<file path="src/rtl/aes_lin_pkg.sv">
package aes_lin_pkg;

    localparam int ROWS = 4;
    localparam logic [7:0] REDUCE_LOW = 8'h1B;

    typedef logic [7:0] gf_byte_t;

    // multiply by 02 in GF(2^8)
    function automatic gf_byte_t gf_dbl(input gf_byte_t b);
        return {b[6:0], 1'b0} ^ (b[7] ? REDUCE_LOW : 8'h00);
    endfunction

endpackage

</file>
<file path="src/rtl/aes_lin_shift.sv">
module aes_lin_shift
    import aes_lin_pkg::*;
#(
    parameter int COLS = 4,
    localparam int W = ROWS * COLS * 8
) (
    input  logic [W-1:0] state_i,
    input  logic         inv_i,
    output logic [W-1:0] state_o
);

    for (genvar c = 0; c < COLS; c++) begin : g_col
        for (genvar r = 0; r < ROWS; r++) begin : g_row
            localparam int DST = c * ROWS + r;
            localparam int SRC_L = ((c + r) % COLS) * ROWS + r;
            localparam int SRC_R = ((c + COLS - (r % COLS)) % COLS) * ROWS + r;
            assign state_o[W-1-8*DST -: 8] = inv_i ? state_i[W-1-8*SRC_R -: 8]
                                                   : state_i[W-1-8*SRC_L -: 8];
        end
    end

endmodule

</file>
<file path="src/rtl/aes_lin_mixcol.sv">
module aes_lin_mixcol
    import aes_lin_pkg::*;
(
    input  logic [31:0] col_i,
    input  logic        inv_i,
    output logic [31:0] col_o
);

    gf_byte_t m1 [ROWS];
    gf_byte_t m2 [ROWS];
    gf_byte_t m4 [ROWS];
    gf_byte_t m8 [ROWS];

    // shared doubling chain: x1, x2, x4, x8 per byte
    for (genvar i = 0; i < ROWS; i++) begin : g_chain
        assign m1[i] = col_i[31-8*i -: 8];
        assign m2[i] = gf_dbl(m1[i]);
        assign m4[i] = gf_dbl(m2[i]);
        assign m8[i] = gf_dbl(m4[i]);
    end

    for (genvar i = 0; i < ROWS; i++) begin : g_out
        localparam int J1 = (i + 1) % ROWS;
        localparam int J2 = (i + 2) % ROWS;
        localparam int J3 = (i + 3) % ROWS;
        gf_byte_t fwd_b;
        gf_byte_t inv_b;
        // 02*a0 ^ 03*a1 ^ a2 ^ a3
        assign fwd_b = m2[i] ^ m2[J1] ^ m1[J1] ^ m1[J2] ^ m1[J3];
        // 0e*a0 ^ 0b*a1 ^ 0d*a2 ^ 09*a3
        assign inv_b = (m8[i]  ^ m4[i]  ^ m2[i])
                     ^ (m8[J1] ^ m2[J1] ^ m1[J1])
                     ^ (m8[J2] ^ m4[J2] ^ m1[J2])
                     ^ (m8[J3] ^ m1[J3]);
        assign col_o[31-8*i -: 8] = inv_i ? inv_b : fwd_b;
    end

endmodule

</file>
<file path="src/rtl/aes_lin_round.sv">
module aes_lin_round
    import aes_lin_pkg::*;
#(
    parameter int COLS = 4,
    localparam int W = ROWS * COLS * 8
) (
    input  logic         clk,
    input  logic         rst_n,
    input  logic         in_valid,
    input  logic         in_dir,
    input  logic         in_last,
    input  logic [W-1:0] in_state,
    input  logic [W-1:0] in_key,
    output logic         out_valid,
    output logic [W-1:0] out_state
);

    typedef struct packed {
        logic         vld;
        logic [W-1:0] st;
    } pipe_t;

    pipe_t        pipe_d;
    pipe_t        pipe_q;
    logic [W-1:0] shifted;
    logic [W-1:0] mixed;

    aes_lin_shift #(.COLS(COLS)) u_shift (
        .state_i (in_state),
        .inv_i   (in_dir),
        .state_o (shifted)
    );

    for (genvar c = 0; c < COLS; c++) begin : g_mix
        aes_lin_mixcol u_mix (
            .col_i (shifted[W-1-32*c -: 32]),
            .inv_i (in_dir),
            .col_o (mixed[W-1-32*c -: 32])
        );
    end

    always_comb begin
        pipe_d     = pipe_q;
        pipe_d.vld = in_valid;
        if (in_valid) begin
            pipe_d.st = (in_last ? shifted : mixed) ^ in_key;
        end
    end

    always_ff @(posedge clk) begin
        if (!rst_n) begin
            pipe_q <= '0;
        end else begin
            pipe_q <= pipe_d;
        end
    end

    assign out_valid = pipe_q.vld;
    assign out_state = pipe_q.st;

    AST_VALID_RISE: assert property (@(posedge clk) disable iff (!rst_n)
        in_valid |=> out_valid);
    AST_VALID_IDLE: assert property (@(posedge clk) disable iff (!rst_n)
        !in_valid |=> !out_valid);
    AST_HOLD_STATE: assert property (@(posedge clk) disable iff (!rst_n)
        !in_valid |=> $stable(out_state));
    AST_LAST_BYPASS: assert property (@(posedge clk) disable iff (!rst_n)
        (in_valid && in_last) |=> out_state == ($past(shifted) ^ $past(in_key)));

endmodule

</file>
<file path="config.mk">
export PLATFORM = sky130hd
export DESIGN_NAME = aes_lin_round
export DESIGN_NICKNAME = d
export VERILOG_FILES = /design/src/rtl/aes_lin_pkg.sv /design/src/rtl/aes_lin_shift.sv /design/src/rtl/aes_lin_mixcol.sv /design/src/rtl/aes_lin_round.sv
export SDC_FILE = /design/constraint.sdc
export NUM_CORES = 1
export LEC_CHECK = 0
export ABC_AREA = 1
export ABC_CLOCK_PERIOD_IN_PS = 3300
export CELL_PAD_IN_SITES_DETAIL_PLACEMENT = 1
export CELL_PAD_IN_SITES_GLOBAL_PLACEMENT = 1
export CORE_MARGIN = 2
export CORE_UTILIZATION = 37
export CTS_CLUSTER_SIZE = 10
export DETAILED_ROUTE_END_ITERATION = 10
export DONT_BUFFER_PORTS = 1
export GPL_TIMING_DRIVEN = 0
export PLACE_DENSITY_LB_ADDON = 0.1
export SETUP_SLACK_MARGIN = 0.1
export SYNTH_ARGS = -nofsm -noshare
export SYNTH_HDL_FRONTEND = slang
export SYNTH_HIERARCHICAL = 1
export SYNTH_SLANG_ARGS = --single-unit
export TNS_END_PERCENT = 100
</file>
<file path="constraint.sdc">
create_clock -name clk -period 3.3 [get_ports clk]
set_input_delay 0.495 -clock clk [delete_from_list [all_inputs] [get_ports clk]]
set_output_delay 0.495 -clock clk [all_outputs]
set_load 0.02 [all_outputs]
</file>
* Word-level counts from Yosys, hierarchy flattened *
Index checks and enable logic that the tools add are counted.

operators by class
  bitwise logic cells = 257
  mux-type cells = 73

operator list
  operator             count
  $xor A8 B8 Y8        256
  $mux W5              48
  $mux W8              24
  $mux W128            1
  $xor A128 B128 Y128  1

word-level totals
  bits in registers = 129
  output and inout bits = 129
  input bits = 261

* Depth between registers and ports, before layout *
  word-level depth = 15
  mapped depth = 26
  depth with buffers taken out = 24

* By module *
The synthesis kept the hierarchy.

modules (own cells, without submodules)
  module          sequential area each (µm²)  area each (µm²)  cells an instance  times used
  aes_lin_mixcol  0.0                         4963.5           909                4
  aes_lin_round   2582.5                      10456.3          2025               1
  aes_lin_shift   0.0                         1325.0           270                1

* Least setup slack after synthesis *
OpenSTA, ideal clock, no wires.

  path type = input port to flip-flop
  from = in in_dir
  to = reg pipe_q (netlist bit out_state[105])
  stages on the path = 23
  buffers on the path = 3
  slack = 0.743 ns
  arrival time = 2.448 ns
  cell sequence = buf_4 > clkbuf_8 > nand2_1 > nand2_1 > buf_4 > inv_2 > nand2_1 > nand2_2 > xor2_1 > inv_1 > or2_1 > nand2_1 > nand2_1 > nand2_1 > nand2_1 > nand3_1 > nand2_1 > inv_1 > nand2_1 > nand3_1 > nand3_1 > nand2_1 > inv_1

on the way
  longest elaborated chain between the ends = 13
  elaborated cells on any way between the ends = 26

RTL lines
  item                        line                  text
  from (decl)                 aes_lin_round.sv:10   input logic in_dir,
  $mux W8                     aes_lin_shift.sv:17   assign state_o[W-1-8*DST -: 8] = inv_i ? state_i[W-1-8*SRC_R -: 8]
  via shifted[102]            aes_lin_round.sv:25   logic [W-1:0] shifted;
  $xor A8 B8 Y8               aes_lin_pkg.sv:10     return {b[6:0], 1'b0} ^ (b[7] ? REDUCE_LOW : 8'h00);
  $mux W5                     aes_lin_pkg.sv:10
  $xor A8 B8 Y8 (2 in a row)  aes_lin_pkg.sv:10
  $xor A8 B8 Y8 (3 in a row)  aes_lin_mixcol.sv:32  ^ (m8[J1] ^ m2[J1] ^ m1[J1])
  $xor A8 B8 Y8               aes_lin_mixcol.sv:33  ^ (m8[J2] ^ m4[J2] ^ m1[J2])
  $xor A8 B8 Y8               aes_lin_mixcol.sv:34  ^ (m8[J3] ^ m1[J3]);
  $mux W8                     aes_lin_mixcol.sv:35  assign col_o[31-8*i -: 8] = inv_i ? inv_b : fwd_b;
  via mixed[105]              aes_lin_round.sv:26   logic [W-1:0] mixed;
  $mux W128                   aes_lin_round.sv:46   pipe_d.st = (in_last ? shifted : mixed) ^ in_key;
  $xor A128 B128 Y128         aes_lin_round.sv:46
  to (signal assigned)        aes_lin_round.sv:54   pipe_q <= pipe_d;
  to (decl)                   aes_lin_round.sv:24   pipe_t pipe_q;

The timed path passes the listed nets, and every way through them passes these cells.
A chain may end at the register's enable or synchronous reset.

* Final worst setup path *
  from = in in_dir
  to = reg pipe_q (netlist bit out_state[83])

on the way
  elaborated cells on any way between the ends = 28

RTL lines
  item                        line
  $mux W8 (*)                 aes_lin_shift.sv:17
  via shifted[67]             aes_lin_round.sv:25
  $xor A8 B8 Y8 (2 in a row)  aes_lin_mixcol.sv:33
  $xor A8 B8 Y8               aes_lin_mixcol.sv:34
  $mux W8 (*)                 aes_lin_mixcol.sv:35
  via mixed[83]               aes_lin_round.sv:26
  $mux W128 (*)               aes_lin_round.sv:46
  $xor A128 B128 Y128 (*)     aes_lin_round.sv:46

Mark *: on every way through the listed nets, which the timed path passes. The rest lies on a longest branch.

==> impl_results.md <==
- Status: complete, no violations
- Worst-Skew Late Latency: about 510 ps
- Critical path buffers and inverters: 5
- Clock Path Buffers: 2
- Reg2reg path depth: 4
- Clk pin slew, worst setup/hold paths: 70 ps
- Final Cycle Share: 95.8%
- CP startpoint kind: primary input
- Synth area leader: nand2_1
- Cells along the critical path: inv_2 > buf_4 > nand2_1 > nand2_1 > buf_2 > inv_1 > nand2_1 > nand2_2 > or2_2 > nand3_1 > nand2_1 > nand2_1 > nand2_1 > nand2_1 > nand3_1 > nand2_1 > nand2_1 > nand3_1 > nand3_1 > nand2_1 > inv_1
- CTS root buf: clkbuf_16
- Routed Antenna Nets: 0
- # Post-CTS Setup Buffers: 0
- Reg-to-reg critical path startpoint: out_state[63]
- FFs w/ async S/R, synth: 0%
- Critical Path Sink: out_state[83]
- Initial DRT Pass Iterations: 5
- Setup CP Type: in -> reg
- Gr usage total: 35.2%
- Die area: 0.0879 mm²
- Min-Delay Path Class: in -> reg
- Starting Density: approximately 37%
- Min cycle time layout: 3160 ps
- Post-Syn Area: around 0.032 mm²
- YS warnings: 6
- Hold slack: roughly 85 ps
- Peak Freq: 316 MHz
- Finished Cell Area: 0.0339 mm²
- Critical path endpoint category: register
- Vias in the first global route: 35.7k
- Post-synthesis sequential area ratio: 8.16%
- Static Leak: about 20 nW
- PD cells: 408 mW/mm²
- Synth Net Count: between 6k and 7k
- Commonest cells in the netlist: 2337 x nand2_1, 814 x inv_1, 740 x nand3_1, 548 x xor2_1, 324 x nor2_1
- CTS tree: built
- Critical-path top delay cell: or2_2
- I/O pin count: 390
- R2R setup slack: between 2000 and 2500 ps
- Max transition margin: 32.0%
- CP peak stage delay: 370 ps
- R2r endpoint: out_state[63]
- Area after DPL: 0.0331 mm²
- EDFF count, synth: 0
- CTS sink count: approximately 130
- Count leader, synth: nand2_1
- CP most frequent cell: nand2_1
- FILL cells: ~12k
- Critical path required time: 3700 ps
- Wire per inst: 22.2 µm
- Largest net degree at the start of global routing: 17
- Final Setup Violations: 0
- Share of layout cells above drive strength 1: ~9.1%
- Detailed-route via count: between 30k and 40k
- Number of cells on the critical path: 21
- Core area: 0.0850 mm²
- Die width: 296 µm
- Yosys top cell area share: between 20% and 30%
- Dpl hpwl: 131 mm
- RSZ-0062 raised after global routing: yes
- Final wirelength: 158 mm
- GRT Residual Overflow: 0
- Hold Vio Cnt, Final: 0
- H-tree depth: 4
- Drc violations: 0
- Row count: 107
- Syn-to-layout area delta: 7.10%
- Multi-input gate area: 0.0239 mm²
- Final Net Count: 6211
- Max_cap viols: 0
- Setup Skew: 0 ps
- Main flop type after synthesis: dfxtp_1
- Routed vias/inst: 5.17
- Area contributors post-synth: nand2_1 28%, xor2_1 15%, nand3_1 12%
- Tightest Pin Transition: 1020 ps
- CTS buffer count: 17
- Flop and latch count out of synthesis: 129
- Crit-path leading delay family: simple AND/OR/NAND/NOR gates
- Register area: ~0.0026 mm²
- Port bufs: 0
- Crit path from: in_dir
- First-pass GRT wire length: 230 mm
- Initial antenna violation count: 13
- Arrival time worst endpoint: roughly 3600 ps
- Peak supply drop: 0.000460 V
- Slew Viols, Final: 0
- Initial DRC count: 2351
- Hold buffer count at cts: 0
- Cell variety after synth: 33
- RePlAce Congestion: 0.974
- Post-Synthesis Cells: 5931
- Vert. Die Dim: 296 µm
- Mean post-synth cell area: 5.33 µm²
- Worst-path maximum fanout: 10
==> sequential cells by signal (all words and copies together) (netlist names) <==
signal,flops
out_valid,1
out_state,128
==> cells in the final DEF, fill, tap and decap left out, types with 8 or more instances in the layout <==
master,n
xor2_1,539
nand2_2,64
inv_2,50
or2_0,8
clkinv_1,8
inv_1,812
nand4_1,20
xnor2_1,282
nand2_4,23
a21o_1,12
dfxtp_1,129
clkbuf_8,10
xor2_2,25
a21oi_1,48
clkbuf_4,11
or2_2,48
o21ai_1,22
nor2_1,324
clkbuf_1,38
buf_2,97
buf_6,23
clkbuf_16,17
o21ai_0,88
nand2_1,2322
nand3_1,740
buf_4,122
xnor2_2,18
or2_1,16
==> per-stage QoR <==
| stage | util [%] | instances | setup slack, ps | TNS [ps] | power, mW |
|---|---|---|---|---|---|
| 2_1_floorplan | - | 5931 | 743 | 0 | 8.84 |
| 4_1_cts | 39.6 | 7107 | 87.4 | 0 | 13.7 |
| 3_5_place_dp | 38.9 | 7075 | -595 | -25630 | 11.4 |
| 6_report | 39.9 | 7112 | 139 | 0 | 13.8 |
| 3_3_place_gp | 38.9 | 7075 | -584 | -21820 | 11.1 |
| 5_1_grt | 39.8 | 7107 | 24.3 | 0 | 15.0 |
==> metal layers <==
| metal | global-route usage (%) | wire (µm) |
|---|---|---|
| met3 | 7.56 | 13100 |
| met5 | 0 | 118 |
| met4 | 14.2 | 6340 |
| met1 | 45.1 | 67500 |
| met2 | 57.3 | 70800 |
==> cells by family (layout without fill, tap and decap cells) <==
kind of cell	Yosys count	count (layout)	share of synthesized area [%]
AO/OA/AOI/OAI	176	176	2.91
buffers and inverters	1185	1217	16.9
other	0	5	0
XOR/XNOR	868	868	25.0
AND/OR/NAND/NOR	3573	3573	47.0
flip-flops	129	129	8.16
==> where the power goes <==
group	internal, mW	leakage (nW)	switching [mW]
clock	1.21	0.296	1.03
combinational	3.16	18.6	6.40
sequential	1.71	1.07	0.315
==> worst reg2reg max path, delay by kind of cell (launching register included) <==
kind                   cells  cell delay (ps)
AND/OR/NAND/NOR            3              260
flip-flops                 1              620
buffers and inverters      1               50
==> worst min path at each step <==
stage,end,startpoint,slack (ps),cells after the start
2_1_floorplan,out_valid,rst_n,590,2
3_3_place_gp,out_valid,rst_n,600,2
3_5_place_dp,out_valid,rst_n,600,2
4_1_cts,out_valid,rst_n,50,2
5_1_grt,out_valid,rst_n,90,2
6_report,out_valid,rst_n,90,2
==> repair_timing <==
| action | CTS | global route |
|---|---|---|
| resized for setup | 3 | 48 |
| endpoints found under the setup margin | 12 | 58 |
| pin swaps | 0 | 1 |
==> area by class of cell <==
class,count,share of cell area [%]
clock inverters,15,0.580
inverters,876,9.75
multi-input cells,4617,70.4
plain buffers,309,6.12
flip-flops and latches,129,7.62
clock buffers,17,1.26
diodes,5,0.0369
well taps,1144,4.22
No activity file was read; power rests on OpenSTA's default activity.
